===== config.mk =====
export PLATFORM = sky130hd
export DESIGN_NAME = adc_step_sequencer
export DESIGN_NICKNAME = d
export VERILOG_FILES = /design/src/rtl/adc_step_sequencer.sv
export SDC_FILE = /design/constraint.sdc
export NUM_CORES = 1
export LEC_CHECK = 0
export CAP_MARGIN = 20
export CORE_ASPECT_RATIO = 1.4
export CORE_MARGIN = 2
export CORE_UTILIZATION = 50
export CTS_CLUSTER_SIZE = 8
export DETAILED_ROUTE_END_ITERATION = 12
export DONT_BUFFER_PORTS = 1
export PLACE_DENSITY = 0.68
export SLEW_MARGIN = 15
export SYNTH_ARGS = -nofsm -noshare
export SYNTH_HDL_FRONTEND = slang
export SYNTH_SLANG_ARGS = --single-unit

===== constraint.sdc =====
create_clock -name clk -period 2.8 [get_ports clk]
set_input_delay 0.14 -clock clk [delete_from_list [all_inputs] [get_ports clk]]
set_output_delay 0.14 -clock clk [all_outputs]
set_load 0.01 [all_outputs]

===== src/rtl/adc_step_sequencer.sv =====
module adc_step_sequencer #(
  parameter int STEPS = 8,
  parameter int RES_W = 10
) (
  input  logic             clk,
  input  logic             rst_n,
  input  logic             bus_wr,
  input  logic             bus_rd,
  input  logic [2:0]       bus_addr,
  input  logic [31:0]      bus_wdata,
  output logic [31:0]      bus_rdata,
  input  logic             trigger,
  output logic             conv_req,
  output logic [3:0]       conv_chan,
  output logic             conv_diff,
  output logic             conv_temp,
  input  logic             conv_done,
  input  logic [RES_W-1:0] conv_data,
  output logic             irq
);
  localparam int PW = (STEPS > 1) ? $clog2(STEPS) : 1;
  localparam int CW = $clog2(STEPS + 1);
  localparam int NW = 4 * STEPS;

  localparam logic [2:0] A_CTRL = 3'd0;
  localparam logic [2:0] A_SEL  = 3'd1;
  localparam logic [2:0] A_OPT  = 3'd2;
  localparam logic [2:0] A_DATA = 3'd3;
  localparam logic [2:0] A_STAT = 3'd4;
  localparam logic [2:0] A_FLAG = 3'd5;

  logic             enable;
  logic [NW-1:0]    sel_r, opt_r;
  logic             busy;
  logic [PW-1:0]    step;
  logic [RES_W-1:0] mem [STEPS];
  logic [PW-1:0]    head, tail;
  logic [CW-1:0]    count;
  logic             ovf, unf, ist;

  logic [3:0] cur_opt;
  logic       last, start, push, full, empty, do_push, do_pop, pop_req, flag_wr;

  assign cur_opt  = opt_r[4*step +: 4];
  assign last     = cur_opt[1] || (step == PW'(STEPS - 1));
  assign start    = trigger && enable && !busy;
  assign push     = busy && conv_done;
  assign full     = (count == CW'(STEPS));
  assign empty    = (count == '0);
  assign do_push  = push && !full;
  assign pop_req  = bus_rd && (bus_addr == A_DATA);
  assign do_pop   = pop_req && !empty;
  assign flag_wr  = bus_wr && (bus_addr == A_FLAG);

  assign conv_req  = busy;
  assign conv_chan = sel_r[4*step +: 4];
  assign conv_diff = cur_opt[0];
  assign conv_temp = cur_opt[3];
  assign irq       = ist;

  function automatic logic [PW-1:0] wrap_inc(input logic [PW-1:0] p);
    return (p == PW'(STEPS - 1)) ? '0 : p + 1'b1;
  endfunction

  always_ff @(posedge clk) begin
    if (!rst_n) begin
      enable <= 1'b0;
      sel_r  <= '0;
      opt_r  <= '0;
    end else if (bus_wr) begin
      case (bus_addr)
        A_CTRL:  enable <= bus_wdata[0];
        A_SEL:   sel_r  <= bus_wdata[NW-1:0];
        A_OPT:   opt_r  <= bus_wdata[NW-1:0];
        default: ;
      endcase
    end
  end

  always_ff @(posedge clk) begin
    if (!rst_n) begin
      busy <= 1'b0;
      step <= '0;
    end else if (start) begin
      busy <= 1'b1;
      step <= '0;
    end else if (push) begin
      if (last) begin
        busy <= 1'b0;
        step <= '0;
      end else begin
        step <= step + 1'b1;
      end
    end
  end

  always_ff @(posedge clk) begin
    if (do_push) mem[head] <= conv_data;
  end

  always_ff @(posedge clk) begin
    if (!rst_n) begin
      head  <= '0;
      tail  <= '0;
      count <= '0;
    end else begin
      if (do_push) head <= wrap_inc(head);
      if (do_pop)  tail <= wrap_inc(tail);
      case ({do_push, do_pop})
        2'b10:   count <= count + 1'b1;
        2'b01:   count <= count - 1'b1;
        default: ;
      endcase
    end
  end

  always_ff @(posedge clk) begin
    if (!rst_n) begin
      ovf <= 1'b0;
      unf <= 1'b0;
      ist <= 1'b0;
    end else begin
      ovf <= (ovf && !(flag_wr && bus_wdata[0])) || (push && full);
      unf <= (unf && !(flag_wr && bus_wdata[1])) || (pop_req && empty);
      ist <= (ist && !(flag_wr && bus_wdata[2])) || (push && cur_opt[2]);
    end
  end

  always_comb begin
    bus_rdata = '0;
    case (bus_addr)
      A_CTRL: bus_rdata[0] = enable;
      A_SEL:  bus_rdata[NW-1:0] = sel_r;
      A_OPT:  bus_rdata[NW-1:0] = opt_r;
      A_DATA: if (!empty) bus_rdata[RES_W-1:0] = mem[tail];
      A_STAT: begin
        bus_rdata[3:0] = 4'(head);
        bus_rdata[7:4] = 4'(tail);
        bus_rdata[8]   = empty;
        bus_rdata[9]   = full;
        bus_rdata[10]  = busy;
      end
      A_FLAG: bus_rdata[2:0] = {ist, unf, ovf};
      default: ;
    endcase
  end
endmodule


==> metrics, run 1 <==
FF-to-FF setup slack=0.27 ns; layout cells sized above 1=roughly 15%; GRT busiest layer=met2; met3 Use GR=under 10%; initial antenna violation count=0; routed vias=5190; Peak Freq=395 MHz; # Post-CTS Setup Buffers=0; Finished Core Util=60.9%; Final #Nets=roughly 730; Yosys top cell by area=edfxtp_1; Worst Hold End=ovf; CTS tree=yes; most common cell in the netlist=nand2_1; Max transition margin=52.7%; Vias/cell=5.92; synthesized area per cell=~12 um2; Worst R2R Path Depth=9; number of synthesis warnings=0; GRT met2 Usage=between 40 and 50%; ANT nets after route=0; worst reg2reg startpoint=count[1]; crit path max fanout=8; Initial Util=roughly half; top post-synthesis cells by area=edfxtp_1 (32%), dfxtp_1 (23%), mux4_2 (11%); TNS Setup=0 ns; Num CTS Buffers=17; mapped cell area=~7500 um2; detailed-route DRC error count=0; vias in the first global route=roughly 5300; Reg clk slew, reported paths=0.07 ns; HP Start=bus_wdata[0]; crit end category=register; Rows=52; post-synthesis compound-gate area fraction=13.3%; Synth cell types=47; CTS root buf=clkbuf_16; endpoints failing setup=0; RSZ-0062 raised after global routing=false; H-tree depth=4; worst-margin pin slew=0.709 ns; Yosys reg bits=roughly 170; diode count=0; Pwr Density=572 nW/um2; # port buffers=0; largest family of logic cells by synthesized area=multiplexers; All-Layer GR Usage=23.9%; max-slew violations=0; list of most frequent post-synthesis cells=nand2_1 (151), dfxtp_1 (85), edfxtp_1 (80); Synth Instances=619; Final Critical Period=2.53 ns; crit path launch type=register; # clock sinks=165; mux cell area share after synthesis=14.7%; DP HPWL=roughly 13 mm; peak supply drop=0.634 mV; drt initial violations=372; post-route cell area=8880 um2; ys flop type=dfxtp_1; final hold vios=0; chip height=about 150 um; max-cap violations=0; clk buf depth=2; Tcrit/Tclk final=90.3%; Top Ports=91; sequential area share after synthesis=around 55%; Post-Synth XOR/XNOR Area=0.351%; Worst R2R End=count[2]; Adder-Cell Fraction of Synth Area=under 10%; Worst-Skew Late Latency=0.42 ns; Clock Skew=approximately 0.011 ns; detailed-route wire length=18.7 mm; Synth top area share=32.1%; worst hold-check path type=in2reg; Synth async-reset ratio=0%; CP Class=reg2reg; met1 usage=25.8%; Post-Synth Simple-Gate Area=about an eighth; die width=107 um; Hold Path Depth=3; global route total overflow=0; global-route wire length before repair=about 28 mm; static leakage=2.98 nW; Core Area=14600 um2; number of flops mapped to enable cells by yosys=80; Layout area overhead=18.5%; Crit. Startpoint=count[1]; largest net degree at the start of global routing=70; Worst Path Required=between 3 and 4 ns; Syn Nets=678; status=finished, final reports clean; dpl cell area=7670 um2; die area=approximately 16000 um2; CP arrival=2.88 ns; final RePlAce weighted congestion=0.823; WL/cell=around 21 um; Initial DRT Pass Iterations=5
logic make-up (layout without fill, tap and decap cells):
group | count (synthesis) | count (layout)
AO/OA/AOI/OAI | 127 | 127
XOR/XNOR | 3 | 3
adder cells (fa/ha/maj) | 8 | 8
buffers and inverters | 49 | 117
flip-flops | 165 | 165
multiplexers | 65 | 65
AND/OR/NAND/NOR | 202 | 202
placed cells by master (no fill, tap or decap), types with 3 or more instances in the layout:
master,instances
a22o_1,23
clkbuf_16,17
and2_1,3
nand2b_1,3
buf_4,22
nor2b_1,16
o221ai_1,8
mux4_2,35
dlygate4sd3_1,59
clkinv_8,3
inv_8,3
nand2_1,151
o21ai_0,5
a22oi_1,11
nor3_1,6
dfxtp_1,85
a21oi_1,4
nor2_1,7
mux2_2,10
edfxtp_1,80
ha_1,8
a21boi_1,35
a21boi_0,33
mux2i_1,20
how the worst max path moves through the flow:
stage / slack, ns / endpoint
detailed placement: 0.08 / count[2]
floorplan: 0.34 / mem[0][0]
CTS: 0.06 / count[2]
finish: 0.27 / count[2]
global placement: 0.33 / count[2]
global route: 0.17 / count[2]
stage by stage:
step | power (mW) | hold slack [ns] | setup slack (ns) | std cells
3_5_place_dp | 2.74 | 0.239 | 0.0824 | 784
2_1_floorplan | 2.72 | 0.239 | 0.337 | 619
3_3_place_gp | 2.73 | 0.239 | 0.329 | 784
5_1_grt | 5.24 | 0.0141 | 0.168 | 876
4_1_cts | 5.12 | 0.00486 | 0.0596 | 876
6_report | 5.08 | 0.0111 | 0.271 | 876
area by class of cell:
cell class / instances / area [um2]
Clock inverter: 14 / 166
Timing Repair Buffer: 83 / 796
Sequential cell: 165 / 4100
Inverter: 2 / 7.51
Fill cell: 1145 / 5690
Tap cell: 189 / 236
Multi-Input combinational cell: 405 / 3140
Clock buffer: 18 / 429
sequential cells by signal (all words and copies together), names as in the netlist, named ones only:
signal and flops:
opt_r 32, unf 1, conv_req 1, mem 80, count 4, head 3, tail 3, step 3
sel_r 32, enable 1, ovf 1, irq 1
metal layers:
layer  part of all wire [%]  vias to the layer above
met4                    2.6                        0
li1                       -                     2392
met3                    6.2                       30
met2                     53                      188
met5                      0                        -
met1                     38                     2580
repair_timing:
action / 4_1_cts / 5_1_grt
hold endpoints to repair: 162 / 0
resized for setup: 0 / 1
setup endpoints to repair: 0 / 2
hold buffers: 60 / 0
critical path, cell delays in order (launching register included):
cell      delay, ns
dfxtp_1        0.52
nor4_4         0.11
nor2b_2        0.37
ha_1           0.34
xor2_1         0.10
ha_1           0.21
a31oi_1        0.23
xor2_1         0.11
or3_1          0.32
a21boi_1       0.15
report_power, final:
group	internal [mW]	switching (mW)
Sequential	2.55	0.0195
Clock	1.27	1.03
Combinational	0.105	0.108
(Power assumes the default switching activity.)
==> inputs of run 2 (changes only) <==
--- a/config.mk
+++ b/config.mk
@@ -11,3 +11,2 @@
 export CORE_UTILIZATION = 50
-export CTS_CLUSTER_SIZE = 8
 export DETAILED_ROUTE_END_ITERATION = 12
==> constraint.sdc (replaced) <==
create_clock -name clk -period 2.8 [get_ports clk]
set_input_delay 0.7 -clock clk [delete_from_list [all_inputs] [get_ports clk]]
set_output_delay 0.7 -clock clk [all_outputs]
set_load 0.01 [all_outputs]
==> run 2 against run 1 <==
Compared with the run above: global-route usage decreased by 0.87 points; fmax decreased by 6.8%; clock-buffer cell count decreased by 1; critical path type is now reg2out; largest cell class unchanged.
==> metrics, run 2 (same netlist as run 1, synthesis figures left out) <==
status=finished, final reports clean; Layout area overhead=12.2%; Worst-Skew Late Latency=0.43 ns (about the same); worst hold-check path type=in2reg; max-cap violations=0 (unchanged); ANT nets after route=0 (unchanged); Worst Path Required=2.10 ns (-1.05 ns); Top Ports=91 (unchanged); WL/cell=21.5 um (+1.0%); CP Cell Sequence=buf_12 > mux4_2 > mux2i_1 > o221ai_1; post-route insts no fill=826 (-5.7%); vias in the first global route=4889 (-7.0%); CP Class=reg2out; initial antenna violation count=1 (+1); most frequent cells in the layout=nand2_1 (151), dfxtp_1 (84), edfxtp_1 (80); Finished Core Util=57.7% (-3.2 points); Pwr Total=5.09 mW (+0.26%); # clock sinks=165 (unchanged); Final #Nets=683 (-6.8%); global-route wire length before repair=27.4 mm (-3.5%); Peak Freq=369 MHz (-6.8%); Pwr Density=606 nW/um2 (+5.9%); Tcrit/Tclk final=96.9% (+6.6 points); Vias/cell=5.96 (+0.54%); WP depth=4 (-5); crit end category=output port; peak supply drop=0.449 mV (-29%); layout cells sized above 1=18.8% (+3.4 points); Max transition margin=53.1% (+0.39 points); dpl cell area=7760 um2 (+1.1%); static leakage=2.76 nW (-7.3%); CP bufs+invs=1 (+1); dpl ws=0.236 ns (+0.154 ns); CTS root buf=clkbuf_16; crit path max fanout=20 (+12); diode count=0 (unchanged); crit-path leading delay family=multiplexers; endpoints failing setup=0 (unchanged); die area=16000 um2 (unchanged); detailed-route DRC error count=0 (unchanged); routed vias=4920 (-5.2%); clk buf depth=2 (unchanged); Final Critical Period=2.71 ns (+0.184 ns); detailed-route wire length=17.8 mm (-4.7%); Largest register FFs=80 (unchanged); Initial DRT Pass Iterations=5 (unchanged); Core Area=14600 um2 (unchanged); worst-margin pin slew=0.703 ns (-0.00583 ns); largest net degree at the start of global routing=86 (+23%); chip height=149 um (unchanged); Worst Slack Setup Final=0.0875 ns (-0.184 ns); post-route cell area=8410 um2 (-5.3%); Hold Buf Count CTS=0 (-100%); Clock Skew=0.00943 ns (-0.00130 ns); Rows=52 (unchanged); drt initial violations=311 (-16%); All-Layer GR Usage=23.0% (-0.87 points); Initial Util=51.4% (unchanged); DP HPWL=12.3 mm (-2.4%); # port buffers=0 (unchanged); Top reg by flops=mem; CTS tree=yes; global route total overflow=0 (unchanged); most common cell after layout, fill and taps aside=nand2_1; max-slew violations=0 (unchanged); Slowest-stage cell, CP=mux4_2; largest registers=mem (80), opt_r (32), sel_r (32); final RePlAce weighted congestion=0.825 (+0.29%); final hold vios=0 (unchanged); Worst R2R Path Depth=10 (+1); Placed Instances=794 (+1.3%); Num CTS Buffers=17 (unchanged); H-tree depth=4 (unchanged); slowest stage delay, CP=0.53 ns (about the same); Reg clk slew, reported paths=0.08 ns (about the same); crit path launch type=register; Hold Path Depth=0 (-3); die width=107 um (unchanged); CP arrival=2.01 ns (-0.87 ns)
-- run 2: cell types whose count changed in the layout (fill, tap and decap cells not counted), sizes merged --
cell / before / now
dlygate4sd3: 59 / 0
buf: 24 / 33
inv: 7 / 11
clkinvlp: 2 / 0
bufinv: 1 / 0
clkbuf: 18 / 17
-- run 2: worst reg2reg max path, stage by stage (launching register included) --
cell and delay, ns:
dfxtp_1 0.51, nor4b_2 0.10, buf_4 0.16, or2_1 0.24, ha_1 0.27, xor2_1 0.16
ha_1 0.19, a31oi_1 0.17, xor2_1 0.10, or3_1 0.31, a21boi_1 0.14
-- run 2: per-stage QoR --
step / hold WS (ns) / setup TNS [ns]
4_1_cts: 0.344 / 0
3_5_place_dp: 0.466 / 0
3_3_place_gp: 0.453 / 0
2_1_floorplan: 0.445 / 0
6_report: 0.360 / 0
5_1_grt: 0.336 / -0.0102
-- run 2: worst paths after layout --
check | startpoint | to | slack [ns]
setup reg to reg | count[1] | count[2] | 0.39
hold / removal | conv_data[5] | mem[4][5] | 0.36
setup / recovery | register | bus_rdata[0] | 0.09
hold reg to reg | sel_r[16] | sel_r[16] | 0.47
-- run 2: cell type report --
| type | count | area, um2 |
|---|---|---|
| Clock inverter | 15 | 204 |
| Multi-Input combinational cell | 405 | 3160 |
| Clock buffer | 17 | 425 |
| Inverter | 2 | 7.51 |
| Tap cell | 189 | 236 |
| Sequential cell | 165 | 4110 |
| Fill cell | 1170 | 6160 |
| Timing Repair Buffer | 33 | 273 |
-- run 2: power breakdown --
part	switching [mW]	internal [mW]
Clock	1.17	1.24
Sequential	0.0207	2.55
Combinational	0.0612	0.0582
-- run 2: metal layers --
| layer | share of wire [%] | vias up | track usage (%) |
|---|---|---|---|
| li1 | - | 2291 | - |
| met2 | 54 | 159 | 41.2 |
| met5 | 0.073 | - | 0 |
| met3 | 7.5 | 21 | 7.60 |
| met4 | 1.8 | 2 | 7.56 |
| met1 | 37 | 2447 | 25.5 |
-- run 2: what timing repair did --
| action | in CTS | in global routing |
|---|---|---|
| buffers inserted | 0 | 0 |
| setup endpoints to repair | 0 | 10 |
| gates resized for setup | 0 | 4 |
